==> config.mk <==
export PLATFORM = sky130hd
export DESIGN_NAME = lsbj_audio_port
export DESIGN_NICKNAME = d
export VERILOG_FILES = /design/src/rtl/lsbj_pkg.sv /design/src/rtl/lsbj_bitclk.sv /design/src/rtl/lsbj_slot_fsm.sv /design/src/rtl/lsbj_tx_path.sv /design/src/rtl/lsbj_rx_path.sv /design/src/rtl/lsbj_audio_port.sv
export SDC_FILE = /design/constraint.sdc
export NUM_CORES = 1
export LEC_CHECK = 0
export CORE_MARGIN = 2
export CORE_UTILIZATION = 58
export DETAILED_ROUTE_END_ITERATION = 6
export PLACE_DENSITY = 0.9
export SLEW_MARGIN = 20
export SYNTH_ARGS = -nofsm -noshare
export SYNTH_HDL_FRONTEND = slang
export SYNTH_SLANG_ARGS = --single-unit
==> constraint.sdc <==
create_clock -name clk -period 7.8 [get_ports clk]
set_clock_uncertainty 0.2 [all_clocks]
set_input_delay 0.78 -clock clk [delete_from_list [all_inputs] [get_ports clk]]
set_output_delay 0.78 -clock clk [all_outputs]
set_load 0.02 [all_outputs]
==> src/rtl/lsbj_pkg.sv <==
package lsbj_pkg;

    // Where the sequencer is inside the current slot
    typedef enum logic [1:0] {
        PH_IDLE  = 2'd0,
        PH_PAD   = 2'd1,
        PH_UPPER = 2'd2,
        PH_LOWER = 2'd3
    } slot_phase_e;

endpackage

==> src/rtl/lsbj_bitclk.sv <==
module lsbj_bitclk #(
    parameter int CK_HALF = 2
) (
    input  logic clk,
    input  logic rst_n,
    input  logic run,
    output logic ck,
    output logic rise_tk,
    output logic fall_tk
);
    localparam int CW = (CK_HALF > 1) ? $clog2(CK_HALF) : 1;
    localparam logic [CW-1:0] CNT_LAST = CW'(CK_HALF - 1);

    logic [CW-1:0] cnt;
    logic          edge_due;

    always_comb begin
        edge_due = run && (cnt == CNT_LAST);
        rise_tk  = edge_due && !ck;
        fall_tk  = edge_due && ck;
    end

    always_ff @(posedge clk) begin
        if (!rst_n || !run) begin
            cnt <= '0;
            ck  <= 1'b0;
        end else if (edge_due) begin
            cnt <= '0;
            ck  <= ~ck;
        end else begin
            cnt <= cnt + 1'b1;
        end
    end
endmodule

==> src/rtl/lsbj_slot_fsm.sv <==
module lsbj_slot_fsm
    import lsbj_pkg::*;
#(
    parameter int SLOT_W = 32,
    parameter int HALF_W = 16,
    parameter int WIDE_W = 24
) (
    input  logic clk,
    input  logic rst_n,
    input  logic run,
    input  logic wide_in,
    input  logic rise_tk,
    input  logic fall_tk,
    output logic slot_ch,
    output logic ws,
    output logic ld_upper,
    output logic ld_lower,
    output logic drv_shift,
    output logic drv_pad,
    output logic cap_upper,
    output logic cap_lower
);
    localparam int IDX_W = $clog2(SLOT_W);
    localparam logic [IDX_W-1:0] IX_UPPER     = IDX_W'(SLOT_W - WIDE_W);
    localparam logic [IDX_W-1:0] IX_LOWER     = IDX_W'(SLOT_W - HALF_W);
    localparam logic [IDX_W-1:0] IX_UPPER_END = IDX_W'(SLOT_W - HALF_W - 1);
    localparam logic [IDX_W-1:0] IX_LAST      = IDX_W'(SLOT_W - 1);

    slot_phase_e      phase, nxt_phase;
    logic [IDX_W-1:0] idx, nxt_idx;
    logic             wide_q;
    logic             running;
    logic             wrap_next;

    // Event decode for the coming CK edge
    always_comb begin
        running   = (phase != PH_IDLE);
        nxt_idx   = (idx == IX_LAST) ? '0 : idx + 1'b1;
        wrap_next = fall_tk && running && (idx == IX_LAST);
        ld_upper  = fall_tk && running && wide_q && (nxt_idx == IX_UPPER);
        ld_lower  = fall_tk && running && (nxt_idx == IX_LOWER);
        drv_shift = fall_tk && ((phase == PH_UPPER) || (phase == PH_LOWER))
                    && !ld_lower && !wrap_next;
        drv_pad   = fall_tk && running && !ld_upper && !ld_lower && !drv_shift;
        cap_upper = rise_tk && (phase == PH_UPPER) && (idx == IX_UPPER_END);
        cap_lower = rise_tk && (phase == PH_LOWER) && (idx == IX_LAST);
    end

    always_comb begin
        nxt_phase = phase;
        unique case (phase)
            PH_IDLE:  if (run) nxt_phase = PH_PAD;
            PH_PAD: begin
                if (!run)          nxt_phase = PH_IDLE;
                else if (ld_upper) nxt_phase = PH_UPPER;
                else if (ld_lower) nxt_phase = PH_LOWER;
            end
            PH_UPPER: begin
                if (!run)          nxt_phase = PH_IDLE;
                else if (ld_lower) nxt_phase = PH_LOWER;
            end
            PH_LOWER: begin
                if (!run)           nxt_phase = PH_IDLE;
                else if (wrap_next) nxt_phase = PH_PAD;
            end
            default:  nxt_phase = PH_IDLE;
        endcase
    end

    // State register
    always_ff @(posedge clk) begin
        if (!rst_n) phase <= PH_IDLE;
        else        phase <= nxt_phase;
    end

    // Slot position, channel and channel-select outputs
    always_ff @(posedge clk) begin
        if (!rst_n) begin
            idx     <= '0;
            slot_ch <= 1'b0;
            ws      <= 1'b0;
            wide_q  <= 1'b0;
        end else if (phase == PH_IDLE || nxt_phase == PH_IDLE) begin
            idx     <= '0;
            slot_ch <= 1'b0;
            ws      <= 1'b0;
            wide_q  <= wide_in;
        end else if (fall_tk) begin
            idx <= nxt_idx;
            if (wrap_next)            slot_ch <= ~slot_ch;
            if (nxt_idx == IX_LAST)   ws      <= ~slot_ch;
        end
    end
endmodule

==> src/rtl/lsbj_tx_path.sv <==
module lsbj_tx_path #(
    parameter int HALF_W = 16,
    parameter int WIDE_W = 24
) (
    input  logic              clk,
    input  logic              rst_n,
    input  logic              run,
    input  logic              ld_upper,
    input  logic              ld_lower,
    input  logic              drv_shift,
    input  logic              drv_pad,
    input  logic              wr_en,
    input  logic [HALF_W-1:0] wr_data,
    output logic              tx_empty,
    output logic              underrun,
    output logic              sd
);
    localparam int UP_W = WIDE_W - HALF_W;

    logic [HALF_W-1:0] hold;
    logic [HALF_W-1:0] sh;
    logic [HALF_W-1:0] ld_word;
    logic              ld_any;

    always_comb begin
        ld_any = ld_upper || ld_lower;
        if (tx_empty)      ld_word = '0;
        else if (ld_upper) ld_word = {hold[UP_W-1:0], {(HALF_W-UP_W){1'b0}}};
        else               ld_word = hold;
    end

    always_ff @(posedge clk) begin
        if (!rst_n) begin
            hold     <= '0;
            sh       <= '0;
            tx_empty <= 1'b1;
            underrun <= 1'b0;
            sd       <= 1'b0;
        end else begin
            if (wr_en && tx_empty) begin
                hold     <= wr_data;
                tx_empty <= 1'b0;
                underrun <= 1'b0;
            end
            if (!run) begin
                sd <= 1'b0;
            end else if (ld_any) begin
                if (!tx_empty) tx_empty <= 1'b1;
                else           underrun <= 1'b1;
                sd <= ld_word[HALF_W-1];
                sh <= {ld_word[HALF_W-2:0], 1'b0};
            end else if (drv_shift) begin
                sd <= sh[HALF_W-1];
                sh <= {sh[HALF_W-2:0], 1'b0};
            end else if (drv_pad) begin
                sd <= 1'b0;
            end
        end
    end
endmodule

==> src/rtl/lsbj_rx_path.sv <==
module lsbj_rx_path #(
    parameter int HALF_W = 16,
    parameter int WIDE_W = 24
) (
    input  logic              clk,
    input  logic              rst_n,
    input  logic              rise_tk,
    input  logic              sd_in,
    input  logic              cap_upper,
    input  logic              cap_lower,
    input  logic              slot_ch,
    input  logic              rd_en,
    output logic [HALF_W-1:0] rd_data,
    output logic              rx_full,
    output logic              overrun,
    output logic              rx_side
);
    localparam int UP_W = WIDE_W - HALF_W;

    logic [HALF_W-1:0] rsh;
    logic [HALF_W-1:0] cap_word;

    always_comb begin
        if (cap_upper) cap_word = {{(HALF_W-UP_W){1'b0}}, rsh[UP_W-2:0], sd_in};
        else           cap_word = {rsh[HALF_W-2:0], sd_in};
    end

    always_ff @(posedge clk) begin
        if (!rst_n) begin
            rsh     <= '0;
            rd_data <= '0;
            rx_full <= 1'b0;
            overrun <= 1'b0;
            rx_side <= 1'b0;
        end else begin
            if (rise_tk) rsh <= {rsh[HALF_W-2:0], sd_in};
            if (rd_en && rx_full) begin
                rx_full <= 1'b0;
                overrun <= 1'b0;
            end
            if (cap_upper || cap_lower) begin
                if (rx_full) begin
                    overrun <= 1'b1;
                end else begin
                    rd_data <= cap_word;
                    rx_full <= 1'b1;
                    rx_side <= slot_ch;
                end
            end
        end
    end
endmodule

==> src/rtl/lsbj_audio_port.sv <==
module lsbj_audio_port #(
    parameter int CK_HALF = 2,
    parameter int SLOT_W  = 32,
    parameter int HALF_W  = 16,
    parameter int WIDE_W  = 24
) (
    input  logic              clk,
    input  logic              rst_n,
    input  logic              enable,
    input  logic              wide_mode,
    input  logic              wr_en,
    input  logic [HALF_W-1:0] wr_data,
    output logic              tx_empty,
    input  logic              rd_en,
    output logic [HALF_W-1:0] rd_data,
    output logic              rx_full,
    output logic              underrun,
    output logic              overrun,
    output logic              rx_side,
    output logic              ck_out,
    output logic              ws_out,
    output logic              sd_out,
    input  logic              sd_in
);
    logic rise_tk, fall_tk;
    logic slot_ch;
    logic ld_upper, ld_lower, drv_shift, drv_pad, cap_upper, cap_lower;

    lsbj_bitclk #(.CK_HALF(CK_HALF)) u_bitclk (
        .clk     (clk),
        .rst_n   (rst_n),
        .run     (enable),
        .ck      (ck_out),
        .rise_tk (rise_tk),
        .fall_tk (fall_tk)
    );

    lsbj_slot_fsm #(.SLOT_W(SLOT_W), .HALF_W(HALF_W), .WIDE_W(WIDE_W)) u_fsm (
        .clk       (clk),
        .rst_n     (rst_n),
        .run       (enable),
        .wide_in   (wide_mode),
        .rise_tk   (rise_tk),
        .fall_tk   (fall_tk),
        .slot_ch   (slot_ch),
        .ws        (ws_out),
        .ld_upper  (ld_upper),
        .ld_lower  (ld_lower),
        .drv_shift (drv_shift),
        .drv_pad   (drv_pad),
        .cap_upper (cap_upper),
        .cap_lower (cap_lower)
    );

    lsbj_tx_path #(.HALF_W(HALF_W), .WIDE_W(WIDE_W)) u_tx (
        .clk       (clk),
        .rst_n     (rst_n),
        .run       (enable),
        .ld_upper  (ld_upper),
        .ld_lower  (ld_lower),
        .drv_shift (drv_shift),
        .drv_pad   (drv_pad),
        .wr_en     (wr_en),
        .wr_data   (wr_data),
        .tx_empty  (tx_empty),
        .underrun  (underrun),
        .sd        (sd_out)
    );

    lsbj_rx_path #(.HALF_W(HALF_W), .WIDE_W(WIDE_W)) u_rx (
        .clk       (clk),
        .rst_n     (rst_n),
        .rise_tk   (rise_tk),
        .sd_in     (sd_in),
        .cap_upper (cap_upper),
        .cap_lower (cap_lower),
        .slot_ch   (slot_ch),
        .rd_en     (rd_en),
        .rd_data   (rd_data),
        .rx_full   (rx_full),
        .overrun   (overrun),
        .rx_side   (rx_side)
    );
endmodule

==> impl_metrics.env <==
export IMPL_drtIter0Drc=247
export IMPL_rsz0062_at_grt="false"
export IMPL_cp_required_ns=7.87
export IMPL_h_tree_depth=3
export IMPL_outcome="complete, no violations"
export IMPL_crit_type="input pin to flip-flop"
export IMPL_timing_fmax_mhz=318.1
export IMPL_reg2reg_to="u_tx.sh[12]"
export IMPL_synth_top_area_share_pct=46.23
export IMPL_vias=2931
export IMPL_timing_final_hold_violations=0
export IMPL_slew_viol_final=0
export IMPL_clockBufferDepth=2
export IMPL_root_buffer="clkbuf_8"
export IMPL_ioPinCount=47
export IMPL_p_leak_nw=1.434
export IMPL_die_x_um=81.29
export IMPL_drc_errors=0
export IMPL_nNetsFinal=458
export IMPL_syn_avg_cell_area_um2=8.749
export IMPL_cts_buffers=9
export IMPL_gp_congestion=0.8864
export IMPL_ctsResizeCount=0
export IMPL_ys_types=49
export IMPL_die_area_um2=6607
export IMPL_rows=28
export IMPL_area_growth_pct=19.65
export IMPL_via_per_inst=5.747
export IMPL_n_fill_cell=422
export IMPL_synth_most_common_cell="nand2_1"
export IMPL_slew_headroom_pct=28.27
export IMPL_diodes=0
export IMPL_syn_area_um2=3465
export IMPL_cp_max_fo=17
export IMPL_r2r_cells=8
export IMPL_grt_pass1_vias=2772
export IMPL_min_path_type="flip-flop to flip-flop"
export IMPL_stdcell_area_um2=4145
export IMPL_synthTopCellsByArea="dfxtp_1 (46%), nand2_1 (11%), a21boi_0 (10%), mux2i_1 (4.3%), a21oi_1 (2.0%)"
export IMPL_synth_warnings=0
export IMPL_grt_pass1_wl_mm=12.79
export IMPL_drive_gt1_share_pct=6.667
export IMPL_dp_hpwl_mm=5.099
export IMPL_yosys_register_bits=80
export IMPL_yosysTopAreaCell="dfxtp_1"
export IMPL_cts_tree="built"
export IMPL_synth_edf_count=0
export IMPL_worstSetupEndpoint="u_rx.rd_data[12]"
export IMPL_ant_nets=0
export IMPL_synth_cells=396
export IMPL_finalPower_uw=829.2
export IMPL_track_usage_pct=25.25
export IMPL_setup_violations=0
export IMPL_synthesis_nets=424
export IMPL_dp_cells=494
export IMPL_clk_latency_ns=0.35
export IMPL_powerDensity_nw_per_um2=200.0
export IMPL_cts_sinks=80
export IMPL_routedWlPerCell_um=15.37
export IMPL_fp_dieH_um=81.29
export IMPL_cap_violations=0
export IMPL_dpl_instance_area_um2=3892
export IMPL_grt_start_max_net_pins=66
export IMPL_r2r_setup_slack_ns=4.84
export IMPL_async_flop_share_pct=0
export IMPL_synth_common_cells="nand2_1 (105), dfxtp_1 (80), a21boi_0 (48), mux2i_1 (15), a21oi_1 (14)"
export IMPL_final_cells=510
export IMPL_critical_path_arrival_ns=3.21
export IMPL_core_um2=5851
export IMPL_ys_seq_area_share_pct=46.23
export IMPL_setup_worst_path_start="enable"
export IMPL_tns_ns=0
export IMPL_start_util_pct=59.22
export IMPL_grt_ovfl_total=0
export IMPL_numPortBuffers=46
export IMPL_finalCritPeriodShare_pct=40.30
export IMPL_ctsHoldBuffers=0
export IMPL_antenna_found_initial=0
export IMPL_synthFlopType="dfxtp_1"
export IMPL_finish_utilization_pct=70.85
export IMPL_period_needed_ns=3.144
export IMPL_clkTransAtPathRegs_ns=0.08
export IMPL_worst_setup_path_start_kind="input pin"
export IMPL_cts_setup_buffers=0
export IMPL_ir_worst_vdd_mv=0.1933
export IMPL_drt_pass1_iter_count=5
export IMPL_wirelength_mm=7.837
export IMPL_worst_slew_pin_slew_ns=1.070
export IMPL_worstReg2RegStart="u_fsm.idx[1]"
export IMPL_end_kind="flip-flop"
-- final cells by class --
type	instances	area, um^2	share of cell area, %
clock buffer	9	123.9	2.988
inverter	5	18.77	0.4528
sequential	80	1602	38.64
tap	75	93.84	2.264
multi-input combinational	287	1719	41.47
timing repair buffer	47	467.9	11.29
clock inverter	7	120.1	2.898
-- worst min path at each step --
stage	from	endpoint	slack [ns]	depth (start not counted)
2_1_floorplan	u_tx.hold[1]	u_tx.sh[2]	0.24	2
3_3_place_gp	u_rx.rsh[14]	u_rx.rsh[14]	0.25	2
3_5_place_dp	u_rx.rd_data[8]	u_rx.rd_data[8]	0.26	2
4_1_cts	u_rx.rd_data[8]	u_rx.rd_data[8]	0.28	2
5_1_grt	u_rx.rd_data[8]	u_rx.rd_data[8]	0.29	2
6_report	u_rx.rd_data[6]	u_rx.rd_data[6]	0.27	2
-- worst max-delay path: stages --
cell             delay (ns)
clkdlybuf4s50_1        0.55
nand2_1                0.13
nor2_4                 0.35
nand2_1                0.17
nor3_2                 0.88
nand3_1                0.15
a21boi_0               0.21
-- metrics by stage --
stage | worst slack, ns | hold WS (ns)
floorplan | 5.298 | 0.2425
global placement | 4.336 | 0.2531
detailed placement | 4.235 | 0.2597
CTS | 4.514 | 0.2755
global route | 4.406 | 0.2902
finish | 4.656 | 0.2692
-- registers in the layout, summed over array words and instances (netlist names) --
| signal | cells |
|---|---|
| u_bitclk.ck | 1 |
| u_fsm.phase | 2 |
| u_fsm.idx | 5 |
| u_rx.rsh | 15 |
| u_tx.hold | 16 |
| u_rx.overrun | 1 |
| u_tx.sd | 1 |
| u_tx.underrun | 1 |
| u_fsm.slot_ch | 1 |
| u_rx.rx_full | 1 |
| u_rx.rd_data | 16 |
| u_tx.sh | 15 |
| u_rx.rx_side | 1 |
| u_tx.tx_empty | 1 |
| u_bitclk.cnt | 1 |
| u_fsm.wide_q | 1 |
| u_fsm.ws | 1 |
-- where the power goes --
part,internal [mW],total (mW),switching [mW],leakage [nW]
Sequential,0.415,0.422,0.00691,0.648
Clock,0.213,0.367,0.154,0.119
Combinational,0.0202,0.0403,0.0201,0.667
-- cell usage in the layout, fill, tap and decap left out, drive strengths merged, types with 2 or more instances in the layout --
cell type      instances
nor3b                  3
o31ai                  7
xnor2                  4
o211ai                 2
nand3b                 2
a22oi                  3
o22ai                  7
o21ai                 14
dfxtp                 80
a21oi                 14
inv                    5
nand2                105
bufinv                 3
nand3                 13
and2                   2
nor3                   4
a21boi                49
a211oi                 3
mux2i                 15
nor2                  13
clkinv                 3
clkbuf                 9
or3                    3
ha                     5
nor2b                  7
clkdlybuf4s50         46
and3                   3
-- metal layers --
metal	GRT usage, %	routed length, um	vias up
met2	41.64	3812	96
met1	31.93	3461	1389
li1	-	-	1430
met5	0	0	-
met3	5.889	390	16
met4	9.831	172	0
-- cell families (layout without fill, tap and decap cells) --
logic type | count (synthesis) | after routing | synth area share [%]
AOI/OAI and AO/OA | 104 | 104 | 21.38
xor gates and xnor gates | 4 | 4 | 1.011
adders and majority gates | 5 | 5 | 1.806
buffers and inverters | 29 | 68 | 4.405
DFF | 80 | 80 | 46.23
muxes | 15 | 15 | 4.334
and+or+nand+nor | 159 | 159 | 20.84
Power figures use the tool's default switching activity.
